$ cat src/rtl/ext_port_pkg.sv
`timescale 1ns/1ps
package ext_port_pkg;
  localparam int NUM_BANKS  = 4;
  localparam int SP_IO      = NUM_BANKS;
  localparam int SP_BOOT    = NUM_BANKS + 1;
  localparam int NUM_SPACES = NUM_BANKS + 2;
  localparam int SPACE_W    = $clog2(NUM_SPACES);
  localparam int WAIT_W     = 3;
  localparam int DIV_W      = 2;
  localparam int PAGE_W     = 8;

  typedef struct packed {
    logic              ack_mode;
    logic              bus16;
    logic              pol;
    logic              hold;
    logic [DIV_W-1:0]  div;
    logic [WAIT_W-1:0] wr_wait;
    logic [WAIT_W-1:0] rd_wait;
  } space_cfg_t;

  localparam int CFG_W = $bits(space_cfg_t);

  localparam space_cfg_t CFG_RESET = '{
    ack_mode: 1'b0, bus16: 1'b1, pol: 1'b0, hold: 1'b0,
    div: '0, wr_wait: '1, rd_wait: '1};

  typedef enum logic [1:0] {
    KIND_MEM  = 2'd0,
    KIND_IO   = 2'd1,
    KIND_BOOT = 2'd2,
    KIND_RSVD = 2'd3
  } kind_e;

  typedef enum logic [2:0] {
    ST_IDLE, ST_STB, ST_GAP, ST_HOLD, ST_DONE
  } port_state_e;
endpackage

$ cat src/rtl/ext_cfg_regs.sv
`timescale 1ns/1ps
module ext_cfg_regs
  import ext_port_pkg::*;
(
  input  logic               clk_i,
  input  logic               rst_ni,
  input  logic               we_i,
  input  logic [SPACE_W-1:0] sel_i,
  input  space_cfg_t         wdata_i,
  output space_cfg_t         cfg_o [NUM_SPACES]
);
  for (genvar g = 0; g < NUM_SPACES; g++) begin : g_space
    always_ff @(posedge clk_i or negedge rst_ni) begin
      if (!rst_ni)                               cfg_o[g] <= CFG_RESET;
      else if (we_i && sel_i == SPACE_W'(g))     cfg_o[g] <= wdata_i;
    end
  end
endmodule

$ cat src/rtl/ext_space_decode.sv
`timescale 1ns/1ps
module ext_space_decode
  import ext_port_pkg::*;
#(
  parameter int ADDR_W      = 24,
  parameter int IO_PAGE_W   = 8,
  parameter int IO_OFF_W    = 10,
  parameter int IO_INT_SIZE = 8192
) (
  input  kind_e                kind_i,
  input  logic [ADDR_W-1:0]    addr_i,
  input  logic [IO_PAGE_W-1:0] io_page_i,
  output logic                 valid_o,
  output logic [SPACE_W-1:0]   space_o,
  output logic [ADDR_W-1:0]    ext_addr_o
);
  localparam int IO_A_W    = IO_PAGE_W + IO_OFF_W;
  localparam int PAGE_LAST = (1 << PAGE_W) - 2;

  logic [PAGE_W-1:0] page;
  logic [IO_A_W-1:0] io_addr;
  logic              page_ok;

  assign page    = addr_i[ADDR_W-1 -: PAGE_W];
  assign io_addr = {io_page_i, addr_i[IO_OFF_W-1:0]};
  assign page_ok = (page != '0) && (page <= PAGE_W'(PAGE_LAST));

  always_comb begin
    valid_o    = 1'b0;
    space_o    = '0;
    ext_addr_o = addr_i;
    unique case (kind_i)
      KIND_MEM: begin
        valid_o = page_ok;
        // fixed 64-page banks: bank index is the top two page bits
        space_o = SPACE_W'(page[PAGE_W-1 -: 2]);
      end
      KIND_IO: begin
        valid_o    = io_addr >= IO_A_W'(IO_INT_SIZE);
        space_o    = SPACE_W'(SP_IO);
        ext_addr_o = ADDR_W'(io_addr);
      end
      KIND_BOOT: begin
        valid_o = page_ok;
        space_o = SPACE_W'(SP_BOOT);
      end
      default: ;
    endcase
  end
endmodule

$ cat src/rtl/ext_wait_timer.sv
`timescale 1ns/1ps
module ext_wait_timer
  import ext_port_pkg::*;
(
  input  logic              clk_i,
  input  logic              rst_ni,
  input  logic              load_i,
  input  logic [WAIT_W-1:0] wait_i,
  input  logic [DIV_W-1:0]  div_i,
  output logic              done_o
);
  logic [WAIT_W-1:0] wcnt_q;
  logic [DIV_W-1:0]  dcnt_q, div_q;

  assign done_o = (wcnt_q == '0) && (dcnt_q == '0);

  always_ff @(posedge clk_i or negedge rst_ni) begin
    if (!rst_ni) begin
      wcnt_q <= '0;
      dcnt_q <= '0;
      div_q  <= '0;
    end else if (load_i) begin
      wcnt_q <= wait_i;
      dcnt_q <= div_i;
      div_q  <= div_i;
    end else if (!done_o) begin
      if (dcnt_q == '0) begin
        dcnt_q <= div_q;
        wcnt_q <= wcnt_q - 1'b1;
      end else begin
        dcnt_q <= dcnt_q - 1'b1;
      end
    end
  end
endmodule

$ cat src/rtl/ext_port_ctrl.sv
`timescale 1ns/1ps
module ext_port_ctrl
  import ext_port_pkg::*;
#(
  parameter int ADDR_W      = 24,
  parameter int DATA_W      = 16,
  parameter int IO_PAGE_W   = 8,
  parameter int IO_OFF_W    = 10,
  parameter int IO_INT_SIZE = 8192
) (
  input  logic                 clk_i,
  input  logic                 rst_ni,
  input  logic                 req_i,
  input  logic [1:0]           kind_i,
  input  logic                 we_i,
  input  logic [ADDR_W-1:0]    addr_i,
  input  logic [IO_PAGE_W-1:0] io_page_i,
  input  logic [DATA_W-1:0]    wdata_i,
  output logic                 ready_o,
  output logic                 err_o,
  output logic [DATA_W-1:0]    rdata_o,
  input  logic                 cfg_we_i,
  input  logic [SPACE_W-1:0]   cfg_sel_i,
  input  logic [CFG_W-1:0]     cfg_wdata_i,
  input  logic                 ack_i,
  output logic [NUM_BANKS-1:0] bank_sel_o,
  output logic                 io_sel_o,
  output logic                 boot_sel_o,
  output logic                 rd_stb_o,
  output logic                 wr_stb_o,
  output logic [ADDR_W-1:0]    ext_addr_o,
  output logic                 ext_byte_o,
  output logic [DATA_W-1:0]    ext_wdata_o,
  input  logic [DATA_W-1:0]    ext_rdata_i
);
  localparam int BYTE_W = DATA_W / 2;

  space_cfg_t         cfg_q [NUM_SPACES];
  space_cfg_t         new_cfg, cur_cfg_q;
  port_state_e        state_q;
  logic               dec_valid;
  logic [SPACE_W-1:0] dec_space, cur_space_q;
  logic [ADDR_W-1:0]  dec_addr, ext_addr_q;
  logic [DATA_W-1:0]  wdata_q, rdata_q;
  logic               cur_we_q, cur_err_q, byte_hi_q, pol_q;
  logic               accept, tmr_load, tmr_done, leave_stb, in_cycle;
  logic [WAIT_W-1:0]  ld_wait;
  logic [DIV_W-1:0]   ld_div;
  logic [NUM_SPACES-1:0] sel_act, sel_pin;
  logic               rd_act, wr_act, cur_ack_mode;

  ext_cfg_regs u_cfg (
    .clk_i(clk_i), .rst_ni(rst_ni), .we_i(cfg_we_i), .sel_i(cfg_sel_i),
    .wdata_i(space_cfg_t'(cfg_wdata_i)), .cfg_o(cfg_q));

  ext_space_decode #(
    .ADDR_W(ADDR_W), .IO_PAGE_W(IO_PAGE_W), .IO_OFF_W(IO_OFF_W),
    .IO_INT_SIZE(IO_INT_SIZE)
  ) u_dec (
    .kind_i(kind_e'(kind_i)), .addr_i(addr_i), .io_page_i(io_page_i),
    .valid_o(dec_valid), .space_o(dec_space), .ext_addr_o(dec_addr));

  assign new_cfg      = cfg_q[dec_space];
  assign accept       = (state_q == ST_IDLE) && req_i;
  assign tmr_load     = accept || (state_q == ST_GAP);
  assign cur_ack_mode = cur_cfg_q.ack_mode;
  assign leave_stb    = tmr_done && (!cur_cfg_q.ack_mode || ack_i);

  always_comb begin
    if (state_q == ST_GAP) begin
      ld_wait = cur_we_q ? cur_cfg_q.wr_wait : cur_cfg_q.rd_wait;
      ld_div  = cur_cfg_q.div;
    end else begin
      ld_wait = we_i ? new_cfg.wr_wait : new_cfg.rd_wait;
      ld_div  = new_cfg.div;
    end
  end

  ext_wait_timer u_tmr (
    .clk_i(clk_i), .rst_ni(rst_ni), .load_i(tmr_load),
    .wait_i(ld_wait), .div_i(ld_div), .done_o(tmr_done));

  always_ff @(posedge clk_i or negedge rst_ni) begin
    if (!rst_ni) begin
      state_q     <= ST_IDLE;
      cur_cfg_q   <= CFG_RESET;
      cur_space_q <= '0;
      cur_we_q    <= 1'b0;
      cur_err_q   <= 1'b0;
      byte_hi_q   <= 1'b0;
      pol_q       <= 1'b0;
      ext_addr_q  <= '0;
      wdata_q     <= '0;
      rdata_q     <= '0;
    end else begin
      unique case (state_q)
        ST_IDLE: if (req_i) begin
          cur_cfg_q   <= new_cfg;
          cur_space_q <= dec_space;
          cur_we_q    <= we_i;
          cur_err_q   <= !dec_valid;
          byte_hi_q   <= 1'b0;
          ext_addr_q  <= dec_addr;
          wdata_q     <= wdata_i;
          if (dec_valid) pol_q <= new_cfg.pol;
          state_q     <= dec_valid ? ST_STB : ST_DONE;
        end
        ST_STB: if (leave_stb) begin
          if (cur_cfg_q.bus16)  rdata_q <= ext_rdata_i;
          else if (!byte_hi_q)  rdata_q[BYTE_W-1:0] <= ext_rdata_i[BYTE_W-1:0];
          else                  rdata_q[DATA_W-1:BYTE_W] <= ext_rdata_i[BYTE_W-1:0];
          if (!cur_cfg_q.bus16 && !byte_hi_q)   state_q <= ST_GAP;
          else if (cur_we_q && cur_cfg_q.hold)  state_q <= ST_HOLD;
          else                                  state_q <= ST_DONE;
        end
        ST_GAP: begin
          byte_hi_q <= 1'b1;
          state_q   <= ST_STB;
        end
        ST_HOLD: state_q <= ST_DONE;
        default: state_q <= ST_IDLE;
      endcase
    end
  end

  assign in_cycle = (state_q == ST_STB) || (state_q == ST_GAP) || (state_q == ST_HOLD);
  assign sel_act  = in_cycle ? (NUM_SPACES'(1) << cur_space_q) : '0;
  assign rd_act   = (state_q == ST_STB) && !cur_we_q;
  assign wr_act   = (state_q == ST_STB) && cur_we_q;

  for (genvar g = 0; g < NUM_SPACES; g++) begin : g_pin
    assign sel_pin[g] = sel_act[g] ? cfg_q[g].pol : ~cfg_q[g].pol;
  end

  assign bank_sel_o  = sel_pin[NUM_BANKS-1:0];
  assign io_sel_o    = sel_pin[SP_IO];
  assign boot_sel_o  = sel_pin[SP_BOOT];
  assign rd_stb_o    = rd_act ? pol_q : ~pol_q;
  assign wr_stb_o    = wr_act ? pol_q : ~pol_q;
  assign ext_addr_o  = ext_addr_q;
  assign ext_byte_o  = byte_hi_q;
  assign ext_wdata_o = cur_cfg_q.bus16 ? wdata_q :
                       {{(DATA_W-BYTE_W){1'b0}},
                        byte_hi_q ? wdata_q[DATA_W-1:BYTE_W] : wdata_q[BYTE_W-1:0]};
  assign ready_o     = (state_q == ST_DONE);
  assign err_o       = (state_q == ST_DONE) && cur_err_q;
  assign rdata_o     = rdata_q;
endmodule

$ cat config.mk
export PLATFORM = sky130hd
export DESIGN_NAME = ext_port_ctrl
export DESIGN_NICKNAME = d
export VERILOG_FILES = /design/src/rtl/ext_port_pkg.sv /design/src/rtl/ext_cfg_regs.sv /design/src/rtl/ext_space_decode.sv /design/src/rtl/ext_wait_timer.sv /design/src/rtl/ext_port_ctrl.sv
export SDC_FILE = /design/constraint.sdc
export NUM_CORES = 1
export LEC_CHECK = 0
export BUFFER_PORTS_ARGS = -buffer_cell sky130_fd_sc_hd__buf_2
export CORE_MARGIN = 5
export CORE_UTILIZATION = 60
export CTS_CLUSTER_DIAMETER = 50
export DETAILED_ROUTE_END_ITERATION = 7
export MAX_ROUTING_LAYER = met4
export PLACE_DENSITY = 0.88
export SYNTH_ARGS = -nofsm -noshare
export SYNTH_HDL_FRONTEND = slang
export SYNTH_HIERARCHICAL = 1
export SYNTH_SLANG_ARGS = --single-unit
export TNS_END_PERCENT = 20
$ cat constraint.sdc
create_clock -name clk_i -period 4.45 [get_ports clk_i]
set_input_delay 1.1125 -clock clk_i [delete_from_list [all_inputs] [get_ports clk_i]]
set_output_delay 1.1125 -clock clk_i [all_outputs]
set_load 0.05 [all_outputs]
== After elaboration in Yosys (flattened, before gate mapping) ==
Index checks and enable logic that the tools add are counted.

* Register bits: 156

* Add/subtract/negate cells: 2
* Order comparisons: 3
* Equal/unequal tests: 15
* Shift operators: 1
* Mux-type cells: 38
* Bitwise logic cells: 8
* Reductions and logical operators: 41

{| class="wikitable"
|+ Operators with widths
! kind !! count
|-
| $bmux W12 S3 || 1
|-
| $mux W3 || 11
|-
| $mux W16 || 2
|-
| $mux W12 || 2
|-
| $mux W24 || 1
|-
| $mux W8 || 3
|-
| $ge A18 B14 Y1 const B || 1
|-
| $logic_and A1 B1 Y1 || 15
|-
| $eq A3 B2 Y1 const B || 4
|-
| $pmux W3 S4 || 1
|-
| $eq A3 B3 Y1 const B || 3
|-
| $logic_not A3 Y1 || 3
|-
| $mux W1 || 9
|-
| $pmux W3 S3 || 1
|-
| $reduce_and A3 Y1 || 3
|-
| $le A8 B8 Y1 const B || 1
|-
| $mux W2 || 4
|-
| $ne A2 B2 Y1 const B || 4
|-
| $reduce_and A2 Y1 || 4
|-
| $reduce_bool A8 Y1 || 1
|-
| $not A1 Y1 || 7
|-
| $eq A3 B1 Y1 const B || 2
|-
| $mux W6 || 1
|-
| $reduce_bool A2 Y1 || 3
|-
| 12 further kinds || 21
|}

== Longest topological paths before layout ==
Gate-level depths: netlist of the first run.

* Depth after elaboration: 9
* Depth in mapped cells: 12
* Depth with buffers taken out: 10

== Cells and area by module ==
Netlist of the first run, hierarchy kept.

{| class="wikitable"
|+ Modules (own cells, without submodules)
! module !! times used !! cells an instance !! area an instance (um2) !! seq. area each (um2)
|-
| ext_port_ctrl || 1 || 421 || 4101.4 || 1935.6
|-
| ext_cfg_regs || 1 || 156 || 2795.2 || 1854.3
|-
| ext_wait_timer || 1 || 40 || 382.9 || 175.2
|-
| ext_space_decode || 1 || 46 || 351.6 || 0.0
|}

== Worst setup path after synthesis of the first run ==
No wires, ideal clock.

* Path kind: register to output
* From: register state_q[0]
* To: output port boot_sel_o
* Arrival time: 1837 ps
* Setup slack: 1500 ps
* Stages on the path, launching flop included: 5
* Buffers on the path: 1
* Cell sequence: dfrtp_1 > buf_2 > nor2_4 > or4b_1 > xor2_1

* Cells in the longest elaborated chain, start to end: 5

{| class="wikitable"
|+ Ends and longest elaborated chain
! element !! line !! RTL
|-
| start: declaration || ext_port_ctrl.sv:40 || <nowiki>port_state_e state_q;</nowiki>
|-
| start signal: assignment || ext_port_ctrl.sv:106 || <nowiki>state_q <= dec_valid ? ST_STB : ST_DONE;</nowiki>
|-
| $eq A3 B1 Y1 / $eq A3 B2 Y1 (equally long branches) || ext_port_ctrl.sv:126 || <nowiki>assign in_cycle = (state_q == ST_STB) || (state_q == ST_GAP) || (state_q == ST_HOLD);</nowiki>
|-
| $logic_or A1 B1 Y1 || ext_port_ctrl.sv:126 ||
|-
| $logic_or A1 B1 Y1 (*) || ext_port_ctrl.sv:126 ||
|-
| $mux W6 (*) || ext_port_ctrl.sv:127 || <nowiki>assign sel_act = in_cycle ? (NUM_SPACES'(1) << cur_space_q) : '0;</nowiki>
|-
| $mux W1 (*) || ext_port_ctrl.sv:132 || <nowiki>assign sel_pin[g] = sel_act[g] ? cfg_q[g].pol : ~cfg_q[g].pol;</nowiki>
|-
| end: declaration || ext_port_ctrl.sv:28 || <nowiki>output logic boot_sel_o,</nowiki>
|}

Every way passes the cells marked *; elsewhere a longest branch is shown, timed or not.

== Worst setup path after layout of the first run ==
* From: register cur_cfg_q[10] in the netlist's numbering
* To: output port ext_wdata_o[5]

* Cells in the longest elaborated chain, start to end: 1

{| class="wikitable"
|+ Ends and longest elaborated chain
! element !! line !! RTL
|-
| start: declaration || ext_port_ctrl.sv:39 || <nowiki>space_cfg_t new_cfg, cur_cfg_q;</nowiki>
|-
| start signal: assignment || ext_port_ctrl.sv:98 || <nowiki>cur_cfg_q <= new_cfg;</nowiki>
|-
| $mux W16 || ext_port_ctrl.sv:142 || <nowiki>assign ext_wdata_o = cur_cfg_q.bus16 ? wdata_q :</nowiki>
|-
| end: declaration || ext_port_ctrl.sv:33 || <nowiki>output logic [DATA_W-1:0] ext_wdata_o,</nowiki>
|}

Every way passes these cells.

==> results of run 1 <==
-- cells by family after synthesis --
group	share of synthesized area, %
multiplexers	22.4
AO/OA/AOI/OAI	4.82
AND/OR/NAND/NOR	14.9
flip-flops	52.0
buffers and inverters	4.03
XOR/XNOR	0.918
adder cells (fa/ha/maj)	0.984
-- layout make-up --
type,count,area (sq um)
Inverter,8,30.0
Timing Repair Buffer,160,825
Clock inverter,13,149
Tap cell,172,215
Fill cell,837,3570
Clock buffer,19,443
Multi-Input combinational cell,455,3370
Sequential cell,156,3970
-- per-stage QoR --
step | util (%) | setup slack (ps)
finish | 71.6 | 949
global route | 71.6 | 850
detailed placement | 66.9 | 1070
floorplan | - | 1500
CTS | 71.6 | 934
global placement | 66.9 | 1250
-- per-layer routing --
layer  vias to the layer above  share of wire (%)
met4                         0                2.5
li1                       2551                  -
met5                         -                  0
met2                       248                 50
met3                        37                7.5
met1                      2773                 40
-- power by group through the flow --
| stage | Clock [mW] | Combinational [mW] | Sequential, mW |
|---|---|---|---|
| final | 1.44 | 2.76 | 2.40 |
| after global routing | 1.53 | 2.93 | 2.45 |
| after CTS | 1.47 | 2.77 | 2.39 |
| after detailed placement | 0 | 2.74 | 2.41 |
| after global placement | 0 | 2.66 | 2.36 |
| after floorplan | 0 | 1.57 | 2.88 |
-- final timing paths --
check,cells after the start,slack (ps),endpoint,from
max,3,950,ext_wdata_o[5],cur_cfg_q[10]
min,2,470,wdata_q[0],wdata_q[0]
max reg2reg,7,2410,rdata_o[15],u_tmr/wcnt_q[0]
min reg2reg,2,470,wdata_q[0],wdata_q[0]
max in group asynchronous,2,2630,u_cfg/cfg_o[26],rst_ni
min in group asynchronous,1,800,wdata_q[6],rst_ni
-- sequential cells by signal, indices dropped and copies added, names as in the netlist --
name          count
u_cfg/cfg_o      72
ext_addr_o       24
rdata_o          16
wdata_q          16
cur_cfg_q        10
cur_space_q       3
state_q           3
u_tmr/wcnt_q      3
u_tmr/dcnt_q      2
u_tmr/div_q       2
cur_ack_mode      1
cur_err_q         1
cur_we_q          1
ext_byte_o        1
pol_q             1
-- cells in the mapped netlist (7+ instances only) --
cell type / instances / share of area, %
sky130_fd_sc_hd__nor2b_1: 8 / 0.66
sky130_fd_sc_hd__and2_1: 10 / 0.82
sky130_fd_sc_hd__buf_2: 14 / 0.92
sky130_fd_sc_hd__nand2_1: 145 / 7.1
sky130_fd_sc_hd__mux2_2: 107 / 16
sky130_fd_sc_hd__nor2_1: 27 / 1.3
sky130_fd_sc_hd__clkbuf_1: 7 / 0.34
sky130_fd_sc_hd__a21oi_1: 13 / 0.85
sky130_fd_sc_hd__inv_1: 8 / 0.39
sky130_fd_sc_hd__dfstp_2: 49 / 17
sky130_fd_sc_hd__mux2i_1: 25 / 3.3
sky130_fd_sc_hd__buf_4: 17 / 1.7
sky130_fd_sc_hd__mux2_4: 7 / 1.4
sky130_fd_sc_hd__dfrtp_1: 107 / 35
sky130_fd_sc_hd__o21ai_0: 18 / 1.2
-- worst max-delay path: cells and delay by family, from the launching register on --
family / cells / cell delay, ps
flops: 1 / 820
buf+inv: 1 / 220
simple gates: 1 / 490
mux: 1 / 420
==> metrics.txt, run 1 <==
# TYPE chip_impl_metric gauge
chip_impl_metric{name="report.final.hold_viol_count",unit=""} 0
chip_impl_metric{name="setup_viol_count_final",unit=""} 0
chip_impl_info{name="element_type_at_the_critical_path_end",value="primary output"} 1
chip_impl_metric{name="syn_to_final_growth",unit="%"} 17.9
chip_impl_metric{name="dieWidth",unit="um"} 123
chip_impl_metric{name="critPathMaxStageDelay",unit="ps"} 820
chip_impl_metric{name="max-slew-margin-rel",unit="%"} 22.1
chip_impl_metric{name="report.final.slew_viol_count",unit=""} 0
chip_impl_metric{name="cp_max_fo",unit=""} 21
chip_impl_metric{name="design_power_total",unit="mW"} 6.60
chip_impl_metric{name="cap_viol_max_count",unit=""} 0
chip_impl_metric{name="seqPwrFrac",unit="%"} 36.3
chip_impl_metric{name="finalCriticalPeriod",unit="ps"} 3500
chip_impl_metric{name="power.leakage",unit="nW"} 4.25
chip_impl_info{name="grt_setup_unrepaired",value="false"} 1
chip_impl_metric{name="post-place-cells",unit=""} 951
chip_impl_metric{name="drt_wl_total",unit="um"} 18500
chip_impl_metric{name="drt-initial-drc-count",unit=""} 414
chip_impl_metric{name="maximum_number_of_pins_on_one_net_before_global_route_repair",unit=""} 113
chip_impl_metric{name="postSynthRegisterBits",unit=""} 156
chip_impl_info{name="layout.cells.most_common",value="sky130_fd_sc_hd__buf_2"} 1
chip_impl_metric{name="synth-async-reset-ratio",unit="%"} 100
chip_impl_metric{name="grt_antenna_before_repair",unit=""} 0
chip_impl_metric{name="drc",unit=""} 0
chip_impl_metric{name="syn_avg_cell_area",unit="sq um"} 11.5
chip_impl_info{name="critical_path.slowest_cell",value="sky130_fd_sc_hd__dfstp_2"} 1
chip_impl_metric{name="cts_max_path_buffers",unit=""} 2
chip_impl_metric{name="gr-usage-met3",unit="%"} 5.90
chip_impl_metric{name="fin_cells",unit=""} 983
chip_impl_metric{name="post-cts-setup-buffers",unit=""} 0
chip_impl_metric{name="cts.repair.resized",unit=""} 0
chip_impl_metric{name="vias",unit=""} 5609
chip_impl_metric{name="track_usage",unit="%"} 25.3
chip_impl_metric{name="grt_use_met2",unit="%"} 40.9
chip_impl_metric{name="gr-usage-met1",unit="%"} 29.7
chip_impl_metric{name="ant_nets",unit=""} 0
chip_impl_metric{name="global_route.overflow_total",unit=""} 0
chip_impl_info{name="root_buffer",value="sky130_fd_sc_hd__clkbuf_16"} 1
chip_impl_metric{name="power.clock.fraction",unit="%"} 21.9
chip_impl_metric{name="number_of_warnings_reported_in_the_yosys_synthesis_log",unit=""} 6
chip_impl_metric{name="fmax",unit="GHz"} 0.286
chip_impl_metric{name="seq_area_frac_synth",unit="%"} 52.0
chip_impl_metric{name="cp_data_required_time",unit="ps"} 3340
chip_impl_info{name="worstSetupPathType",value="reg -> out"} 1
chip_impl_metric{name="wire_length_of_the_first_global_routing_pass",unit="um"} 28800
chip_impl_metric{name="detail_route.wl_per_cell",unit="um"} 18.8
chip_impl_metric{name="placed_area",unit="sq um"} 8410
chip_impl_metric{name="tightest_slew",unit="ps"} 1160
chip_impl_info{name="crit_chain",value="nand2b_1, mux2_2, buf_2"} 1
chip_impl_metric{name="viasPerCell",unit=""} 5.71
chip_impl_metric{name="diodes",unit=""} 0
chip_impl_metric{name="max-vdd-ir-drop",unit="uV"} 333
chip_impl_info{name="busiest_layer",value="met2"} 1
chip_impl_metric{name="fp-row-count",unit=""} 41
chip_impl_metric{name="die_area",unit="sq um"} 15100
chip_impl_metric{name="dp_hpwl",unit="um"} 12900
chip_impl_metric{name="post_route_cells_drive_above_1_share",unit="%"} 46.7
chip_impl_info{name="category_of_the_worst_setup_path_launch_point",value="register"} 1
chip_impl_metric{name="clk_pin_slew",unit="ps"} 60
chip_impl_metric{name="switching_share",unit="%"} 43.0
chip_impl_metric{name="syn_area",unit="sq um"} 7630
chip_impl_metric{name="cts_buffers",unit=""} 17
chip_impl_metric{name="finish.instance_area",unit="sq um"} 9000
chip_impl_info{name="top_reg_cell_synth",value="sky130_fd_sc_hd__dfrtp_1"} 1
chip_impl_metric{name="port_buffer_count",unit=""} 153
chip_impl_metric{name="cts.sinks",unit=""} 156
chip_impl_metric{name="total_switching_power",unit="mW"} 2.84
chip_impl_metric{name="p_comb_share",unit="%"} 41.8
chip_impl_metric{name="yosys.cell_types.count",unit=""} 59
chip_impl_info{name="outcome",value="finished, final reports clean"} 1
chip_impl_metric{name="floorplan.initialDensity",unit="%"} 60.7
chip_impl_metric{name="place_congestion",unit=""} 0.834
chip_impl_metric{name="synth_edf_count",unit=""} 0
chip_impl_metric{name="clk-insertion-delay-late",unit="ps"} 430
chip_impl_metric{name="power_per_cell_area",unit="nW/um^2"} 734
chip_impl_metric{name="final.period_utilization",unit="%"} 78.7
chip_impl_metric{name="cts_hold_buf",unit=""} 0
chip_impl_metric{name="design.core.area",unit="sq um"} 12600
chip_impl_metric{name="finalHoldWorstSlack",unit="ps"} 469
chip_impl_metric{name="syn_inst",unit=""} 663
chip_impl_metric{name="grt_pass1_vias",unit=""} 5804
chip_impl_metric{name="htreeDepth",unit=""} 4
chip_impl_metric{name="cell_internal_pwr",unit="mW"} 3.77
chip_impl_metric{name="synth.net_count",unit=""} 756
chip_impl_metric{name="die_height",unit="um"} 123
chip_impl_metric{name="top_level_ports",unit=""} 154
chip_impl_info{name="clock_tree_from_tritoncts",value="yes"} 1
chip_impl_metric{name="timing.clock.skew",unit="ps"} 12.5
chip_impl_info{name="holdCritPathClass",value="reg -> reg"} 1
chip_impl_info{name="final_cell_mix",value="sky130_fd_sc_hd__buf_2 (152), sky130_fd_sc_hd__nand2_1 (145), sky130_fd_sc_hd__mux2_2 (107), sky130_fd_sc_hd__dfrtp_1 (107), sky130_fd_sc_hd__dfstp_2 (49)"} 1
chip_impl_metric{name="nets",unit=""} 891
chip_impl_metric{name="finalSetupTns",unit="ps"} 0
chip_impl_metric{name="cp.arrival",unit="ps"} 2390
chip_impl_metric{name="first_pass_iters",unit=""} 4
Note: power is estimated with default switching activity, not from simulation.
==> inputs of run 2 (changes only) <==
--- a/config.mk
+++ b/config.mk
@@ -7,11 +7,11 @@
 export LEC_CHECK = 0
 export BUFFER_PORTS_ARGS = -buffer_cell sky130_fd_sc_hd__buf_2
 export CORE_MARGIN = 5
-export CORE_UTILIZATION = 60
+export CORE_UTILIZATION = 55
 export CTS_CLUSTER_DIAMETER = 50
 export DETAILED_ROUTE_END_ITERATION = 7
 export MAX_ROUTING_LAYER = met4
-export PLACE_DENSITY = 0.88
+export PLACE_DENSITY = 0.82
 export SYNTH_ARGS = -nofsm -noshare
 export SYNTH_HDL_FRONTEND = slang
 export SYNTH_HIERARCHICAL = 1
==> constraint.sdc (replaced) <==
create_clock -name clk_i -period 3.5 [get_ports clk_i]
set_input_delay 0.875 -clock clk_i [delete_from_list [all_inputs] [get_ports clk_i]]
set_output_delay 0.875 -clock clk_i [all_outputs]
set_load 0.05 [all_outputs]
==> metrics.txt, run 2 (same netlist as run 1, synthesis figures left out) <==
# TYPE chip_impl_metric gauge
chip_impl_metric{name="n_fill_cell",unit=""} 1007
chip_impl_metric{name="power_per_cell_area",unit="nW/um^2"} 922
chip_impl_metric{name="detail_route.wl_per_cell",unit="um"} 17.6
chip_impl_metric{name="htreeDepth",unit=""} 4
chip_impl_metric{name="finalSetupTns",unit="ps"} 0
chip_impl_metric{name="cp.arrival",unit="ps"} 2080
chip_impl_info{name="clock_tree_from_tritoncts",value="yes"} 1
chip_impl_metric{name="fp-row-count",unit=""} 43
chip_impl_metric{name="post-cts-setup-buffers",unit=""} 0
chip_impl_metric{name="place_congestion",unit=""} 0.903
chip_impl_metric{name="cts_buffers",unit=""} 17
chip_impl_metric{name="global_route.overflow_total",unit=""} 0
chip_impl_metric{name="syn_to_final_growth",unit="%"} 19.0
chip_impl_metric{name="cts_max_path_buffers",unit=""} 2
chip_impl_metric{name="cp_max_fo",unit=""} 9
chip_impl_metric{name="tightest_slew",unit="ps"} 853
chip_impl_metric{name="fin_cells",unit=""} 996
chip_impl_metric{name="power.leakage",unit="nW"} 4.28
chip_impl_metric{name="track_usage",unit="%"} 23.0
chip_impl_metric{name="cap_viol_max_count",unit=""} 0
chip_impl_metric{name="max-slew-margin-rel",unit="%"} 42.8
chip_impl_metric{name="vias",unit=""} 5505
chip_impl_metric{name="top_level_ports",unit=""} 154
chip_impl_metric{name="dp_hpwl",unit="um"} 12400
chip_impl_metric{name="viasPerCell",unit=""} 5.53
chip_impl_metric{name="drt_wl_total",unit="um"} 17500
chip_impl_metric{name="floorplan.initialDensity",unit="%"} 55.6
chip_impl_info{name="root_buffer",value="sky130_fd_sc_hd__clkbuf_16"} 1
chip_impl_metric{name="max-vdd-ir-drop",unit="uV"} 430
chip_impl_metric{name="final.period_utilization",unit="%"} 84.4
chip_impl_metric{name="post_route_cells_drive_above_1_share",unit="%"} 46.9
chip_impl_metric{name="cts_hold_buf",unit=""} 0
chip_impl_metric{name="cts.repair.resized",unit=""} 0
chip_impl_metric{name="rr_worst_depth",unit=""} 7
chip_impl_metric{name="maximum_number_of_pins_on_one_net_before_global_route_repair",unit=""} 93
chip_impl_metric{name="drt-initial-drc-count",unit=""} 378
chip_impl_metric{name="timing.clock.skew",unit="ps"} 9.70
chip_impl_metric{name="grt_antenna_before_repair",unit=""} 0
chip_impl_metric{name="report.final.slew_viol_count",unit=""} 0
chip_impl_info{name="outcome",value="finished, final reports clean"} 1
chip_impl_info{name="registers.top_by_ff_count",value="u_cfg/cfg_o"} 1
chip_impl_metric{name="clk_pin_slew",unit="ps"} 60
chip_impl_metric{name="setup_viol_count_final",unit=""} 0
chip_impl_metric{name="first_pass_iters",unit=""} 4
chip_impl_info{name="category_of_the_worst_setup_path_launch_point",value="register"} 1
chip_impl_metric{name="cp_data_required_time",unit="ps"} 2620
chip_impl_metric{name="dieWidth",unit="um"} 128
chip_impl_metric{name="diodes",unit=""} 0
chip_impl_metric{name="nets",unit=""} 896
chip_impl_metric{name="drc",unit=""} 0
chip_impl_metric{name="design.core.area",unit="sq um"} 13700
chip_impl_info{name="worstSetupPathType",value="reg -> out"} 1
chip_impl_metric{name="fmax",unit="GHz"} 0.338
chip_impl_info{name="grt_setup_unrepaired",value="false"} 1
chip_impl_info{name="layout.cells.most_common",value="sky130_fd_sc_hd__buf_2"} 1
chip_impl_metric{name="wire_length_of_the_first_global_routing_pass",unit="um"} 29200
chip_impl_info{name="final_cell_mix",value="sky130_fd_sc_hd__buf_2 (152), sky130_fd_sc_hd__nand2_1 (145), sky130_fd_sc_hd__mux2_2 (107), sky130_fd_sc_hd__dfrtp_1 (107), sky130_fd_sc_hd__dfstp_2 (49)"} 1
chip_impl_info{name="holdCritPathClass",value="reg -> reg"} 1
chip_impl_metric{name="die_area",unit="sq um"} 16300
chip_impl_metric{name="port_buffer_count",unit=""} 153
chip_impl_info{name="element_type_at_the_critical_path_end",value="primary output"} 1
chip_impl_metric{name="post-place-cells",unit=""} 964
chip_impl_metric{name="finalCriticalPeriod",unit="ps"} 2960
chip_impl_metric{name="grt_pass1_vias",unit=""} 5755
chip_impl_metric{name="clk-insertion-delay-late",unit="ps"} 420
chip_impl_metric{name="min_delay_path_depth",unit=""} 2
chip_impl_metric{name="cts.sinks",unit=""} 156
chip_impl_metric{name="largest_register_ff_count",unit=""} 72
chip_impl_metric{name="ant_nets",unit=""} 0
chip_impl_metric{name="die_height",unit="um"} 128
chip_impl_metric{name="report.final.hold_viol_count",unit=""} 0
run 2: area by class of cell:
type	instances	area, sq um	area share, %
multi-input combinational	455	3370	37.1
inverter	8	30.0	0.331
timing repair buffer	165	887	9.77
sequential	156	3970	43.7
clock inverter	11	144	1.58
clock buffer	21	460	5.07
tap	180	225	2.48
run 2: stage by stage:
| stage | utilization [%] | area (sq um) | hold slack [ps] | setup slack [ps] | total power, mW |
|---|---|---|---|---|---|
| finish | 66.2 | 9080 | 475 | 545 | 8.37 |
| global route | 66.2 | 9080 | 488 | 461 | 8.83 |
| CTS | 66.2 | 9080 | 475 | 517 | 8.42 |
| detailed placement | 61.8 | 8480 | 461 | 452 | 6.53 |
| global placement | 61.8 | 8480 | 453 | 523 | 6.41 |
| floorplan | - | 7630 | 440 | 788 | 5.65 |
run 2: power by group:
part / leakage (nW) / switching, mW / internal (mW)
Sequential: 1.84 / 0.434 / 2.55
Combinational: 2.16 / 2.41 / 1.12
Clock: 0.285 / 0.709 / 1.16
Total: 4.28 / 3.55 / 4.82
run 2: worst max-delay path: stages, from the launching register on:
cell and delay (ps):
sky130_fd_sc_hd__dfrtp_1 580, sky130_fd_sc_hd__nor2_4 110, sky130_fd_sc_hd__or4b_1 550, sky130_fd_sc_hd__xor2_1 140, sky130_fd_sc_hd__buf_2 280
run 2: per-layer routing:
layer  wire length, um  track usage, %
met4               276            8.49
met3              1160            4.92
met5                 0               -
met1              7430            29.2
met2              8630            36.7
run 2: path summary, 6_finish.rpt:
check	from	slack, ps	endpoint
worst min-delay path	ext_addr_o[1]	470	ext_addr_o[1]
worst max register to register	u_tmr/wcnt_q[0]	1510	rdata_o[15]
worst max-delay path	state_q[0]	540	boot_sel_o
worst min register to register	ext_addr_o[1]	470	ext_addr_o[1]
max in group asynchronous	rst_ni	2080	u_cfg/cfg_o[51]
min in group asynchronous	rst_ni	520	ext_addr_o[0]
==> inputs of run 3 (changes only) <==
--- a/config.mk
+++ b/config.mk
@@ -5,13 +5,14 @@
 export SDC_FILE = /design/constraint.sdc
 export NUM_CORES = 1
 export LEC_CHECK = 0
+export ABC_AREA = 1
 export BUFFER_PORTS_ARGS = -buffer_cell sky130_fd_sc_hd__buf_2
 export CORE_MARGIN = 5
-export CORE_UTILIZATION = 55
+export CORE_UTILIZATION = 50
 export CTS_CLUSTER_DIAMETER = 50
 export DETAILED_ROUTE_END_ITERATION = 7
 export MAX_ROUTING_LAYER = met4
-export PLACE_DENSITY = 0.82
+export PLACE_DENSITY = 0.78
 export SYNTH_ARGS = -nofsm -noshare
 export SYNTH_HDL_FRONTEND = slang
 export SYNTH_HIERARCHICAL = 1
==> constraint.sdc (replaced) <==
create_clock -name clk_i -period 2.5 [get_ports clk_i]
set_input_delay 0.625 -clock clk_i [delete_from_list [all_inputs] [get_ports clk_i]]
set_output_delay 0.625 -clock clk_i [all_outputs]
set_load 0.05 [all_outputs]
==> metrics.txt, run 3 <==
# TYPE chip_impl_metric gauge
chip_impl_metric{name="cp_data_required_time",unit="ps"} 1880
chip_impl_info{name="post-synth-top-count-cell",value="sky130_fd_sc_hd__nand2_1"} 1
chip_impl_metric{name="report.final.slew_viol_count",unit=""} 0
chip_impl_metric{name="synth.net_count",unit=""} 1125
chip_impl_metric{name="htreeDepth",unit=""} 4
chip_impl_metric{name="postSynthRegisterBits",unit=""} 156
chip_impl_metric{name="number_of_warnings_reported_in_the_yosys_synthesis_log",unit=""} 6
chip_impl_metric{name="power.leakage",unit="nW"} 5.14
chip_impl_metric{name="seq_area_frac_synth",unit="%"} 49.4
chip_impl_metric{name="global_route.overflow_total",unit=""} 0
chip_impl_info{name="holdCritPathClass",value="in -> async"} 1
chip_impl_metric{name="tightest_slew",unit="ps"} 593
chip_impl_info{name="post-synth-top-area-cell",value="sky130_fd_sc_hd__dfrtp_1"} 1
chip_impl_metric{name="syn_inst",unit=""} 1032
chip_impl_metric{name="ant_nets",unit=""} 0
chip_impl_info{name="final_cell_mix",value="sky130_fd_sc_hd__nand2_1 (410), sky130_fd_sc_hd__buf_2 (147), sky130_fd_sc_hd__dfrtp_1 (106)"} 1
chip_impl_metric{name="detail_route.wl_per_cell",unit="um"} 14.8
chip_impl_metric{name="met1_length",unit="um"} 8910
chip_impl_metric{name="pre_cts_slack",unit="ps"} 11.3
chip_impl_metric{name="cts_hold_buf",unit=""} 0
chip_impl_metric{name="port_buffer_count",unit=""} 153
chip_impl_metric{name="cts.sinks",unit=""} 156
chip_impl_metric{name="yosys.cell_types.count",unit=""} 35
chip_impl_info{name="timing.critical_path.from",value="state_q[1]"} 1
chip_impl_metric{name="fin_cells",unit=""} 1408
chip_impl_info{name="worstReg2RegEnd",value="rdata_o[15]"} 1
chip_impl_info{name="worst_r2r_startpoint",value="u_tmr/wcnt_q[0]"} 1
chip_impl_metric{name="maximum_number_of_pins_on_one_net_before_global_route_repair",unit=""} 59
chip_impl_metric{name="finalWorstSetupSlack",unit="ps"} 116
chip_impl_metric{name="wire_length_of_the_first_global_routing_pass",unit="um"} 33900
chip_impl_metric{name="clk-insertion-delay-late",unit="ps"} 420
chip_impl_metric{name="dp_hpwl",unit="um"} 14800
chip_impl_metric{name="cap_viol_max_count",unit=""} 0
chip_impl_metric{name="rr_worst_depth",unit=""} 8
chip_impl_info{name="registers.top_by_ff_count",value="u_cfg/cfg_o"} 1
chip_impl_metric{name="report.final.hold_viol_count",unit=""} 0
chip_impl_metric{name="dieWidth",unit="um"} 137
chip_impl_metric{name="met3RoutedLength",unit="um"} 1530
chip_impl_metric{name="drc",unit=""} 0
chip_impl_info{name="setup.worst_path.end",value="bank_sel_o[0]"} 1
chip_impl_info{name="clock_tree_from_tritoncts",value="yes"} 1
chip_impl_metric{name="top_level_ports",unit=""} 154
chip_impl_metric{name="clk_pin_slew",unit="ps"} 60
chip_impl_metric{name="n_fill_cell",unit=""} 1413
chip_impl_metric{name="fp-row-count",unit=""} 46
chip_impl_metric{name="syn_to_final_growth",unit="%"} 19.0
chip_impl_metric{name="viasPerCell",unit=""} 5.03
chip_impl_metric{name="grt_antenna_before_repair",unit=""} 1
chip_impl_metric{name="finalHoldWorstSlack",unit="ps"} 155
chip_impl_metric{name="syn_area",unit="sq um"} 8030
chip_impl_metric{name="cts_max_path_buffers",unit=""} 2
chip_impl_metric{name="timing.reg2reg.setup_slack",unit="ps"} 360
chip_impl_metric{name="synth_edf_count",unit=""} 0
chip_impl_metric{name="dr_wl_met2",unit="um"} 9950
chip_impl_info{name="top_reg_cell_synth",value="sky130_fd_sc_hd__dfrtp_1"} 1
chip_impl_metric{name="track_usage",unit="%"} 23.5
chip_impl_metric{name="die_area",unit="sq um"} 18700
chip_impl_metric{name="post_route_cells_drive_above_1_share",unit="%"} 26.7
chip_impl_info{name="worstSetupPathType",value="reg -> out"} 1
chip_impl_metric{name="largest_register_ff_count",unit=""} 72
chip_impl_metric{name="design.core.area",unit="sq um"} 15800
chip_impl_info{name="synth_commonest_cells",value="sky130_fd_sc_hd__nand2_1 (411), sky130_fd_sc_hd__dfrtp_1 (107), sky130_fd_sc_hd__inv_1 (88)"} 1
chip_impl_metric{name="cp.arrival",unit="ps"} 1760
chip_impl_info{name="outcome",value="finished, final reports clean"} 1
chip_impl_info{name="uppermost_routed_layer",value="met4"} 1
chip_impl_metric{name="fmax",unit="GHz"} 0.419
chip_impl_metric{name="first_pass_iters",unit=""} 7
chip_impl_metric{name="timing.clock.skew",unit="ps"} 8.99
chip_impl_metric{name="power_per_cell_area",unit="nW/um^2"} 1200
chip_impl_metric{name="grt_pass1_vias",unit=""} 6852
chip_impl_info{name="layout.cells.most_common",value="sky130_fd_sc_hd__nand2_1"} 1
chip_impl_metric{name="post-place-cells",unit=""} 1372
chip_impl_metric{name="cp_max_fo",unit=""} 6
chip_impl_metric{name="drt_wl_total",unit="um"} 20800
chip_impl_metric{name="floorplan.initialDensity",unit="%"} 50.7
chip_impl_metric{name="vias",unit=""} 7088
chip_impl_metric{name="finalCriticalPeriod",unit="ps"} 2380
chip_impl_metric{name="max-slew-margin-rel",unit="%"} 60.3
chip_impl_metric{name="max-vdd-ir-drop",unit="uV"} 658
chip_impl_info{name="element_type_at_the_critical_path_end",value="primary output"} 1
chip_impl_info{name="category_of_the_worst_setup_path_launch_point",value="register"} 1
chip_impl_metric{name="synth-async-reset-ratio",unit="%"} 100
chip_impl_info{name="root_buffer",value="sky130_fd_sc_hd__clkbuf_16"} 1
chip_impl_metric{name="drt-initial-drc-count",unit=""} 485
chip_impl_metric{name="nets",unit=""} 1271
chip_impl_info{name="largest_cells_by_area_after_synthesis",value="sky130_fd_sc_hd__dfrtp_1 (33%), sky130_fd_sc_hd__nand2_1 (19%), sky130_fd_sc_hd__dfstp_2 (16%), sky130_fd_sc_hd__nand3_1 (5.1%), sky130_fd_sc_hd__inv_1 (4.1%)"} 1
chip_impl_metric{name="die_height",unit="um"} 137
chip_impl_metric{name="setup_viol_count_final",unit=""} 0
chip_impl_metric{name="syn_avg_cell_area",unit="sq um"} 7.78
chip_impl_metric{name="place_congestion",unit=""} 0.860
chip_impl_metric{name="post-synth-top-area-fraction",unit="%"} 33.4
chip_impl_metric{name="final.period_utilization",unit="%"} 95.4
chip_impl_metric{name="cts_buffers",unit=""} 17
run 3: changes by cell type after synthesis, sizes merged, moves of 8 or more:
cell and change:
o211ai +11, o21ai +44, mux2 -109, nor2 +33, and2 -11, o21a +10, nand2 +273, mux2i -25
inv +89, buf +14, a21oi +9, nor2b -8, nand3 +76
run 3: power breakdown:
part	total (mW)	internal [mW]	switching, mW
logic	5.03	1.35	3.68
clock network	2.40	1.32	1.08
registers	4.04	3.50	0.534
total	11.5	6.17	5.29
run 3: layout make-up:
| cell class | count | area (sq um) | share of cell area, % |
|---|---|---|---|
| inverters | 98 | 368 | 3.85 |
| well taps | 216 | 270 | 2.83 |
| flip-flops and latches | 156 | 3970 | 41.5 |
| clock buffers | 19 | 443 | 4.64 |
| diodes | 1 | 2.50 | 0.0262 |
| repair buffers | 186 | 1070 | 11.2 |
| clock inverters | 13 | 109 | 1.14 |
| multi-input cells | 719 | 3320 | 34.8 |
run 3: kinds of logic (layout without fill, tap and decap cells):
group                    count (synthesis)  after routing  share of synthesized area (%)
other                                    0              1                              0
AND/OR/NAND/NOR                        585            585                           30.1
flip-flops                             156            156                           49.4
XOR/XNOR                                 8              8                          0.873
AO/OA/AOI/OAI                          114            114                           8.15
adder cells (fa/ha/maj)                  6              6                          0.935
multiplexers                             6              6                           1.12
buffers and inverters                  157            316                           9.43
run 3: stage by stage:
step | TNS [ps] | total power, mW | util [%] | instance area, sq um
2_1_floorplan | -1420 | 7.74 | - | 8030
3_3_place_gp | 0 | 8.90 | 56.5 | 8940
3_5_place_dp | 0 | 9.01 | 56.5 | 8940
4_1_cts | 0 | 11.5 | 60.2 | 9520
5_1_grt | -0.826 | 12.2 | 60.3 | 9550
6_report | 0 | 11.5 | 60.3 | 9550
run 3: worst max-delay path, cell delays in order, from the launching register on:
cell                      delay, ps
sky130_fd_sc_hd__dfrtp_2        410
sky130_fd_sc_hd__inv_2           60
sky130_fd_sc_hd__nand2_2         80
sky130_fd_sc_hd__inv_1           70
sky130_fd_sc_hd__nor2_4         170
sky130_fd_sc_hd__nand4_1        130
sky130_fd_sc_hd__xor2_1         180
sky130_fd_sc_hd__buf_4          230
run 3: per-layer routing:
metal  GRT usage [%]  vias to the layer above
li1                -                     3517
met1            30.4                     3302
met2            37.0                      231
met3            4.85                       38
met4            8.06                        0
met5               -                        -
run 3: how the worst min path moves through the flow:
| stage | slack, ps | to |
|---|---|---|
| 4_1_cts | 190 | rdata_o[0] |
| 2_1_floorplan | 330 | cur_ack_mode |
| 3_3_place_gp | 450 | u_cfg/cfg_o[22] |
| 6_report | 160 | rdata_o[0] |
| 3_5_place_dp | 450 | u_cfg/cfg_o[62] |
| 5_1_grt | 190 | rdata_o[0] |
run 3: timing repair:
| action | in CTS | in global routing |
|---|---|---|
| setup endpoints to repair | 7 | 8 |
| buffers inserted | 0 | 3 |
| resized for setup | 8 | 4 |
| pin swaps | 0 | 4 |
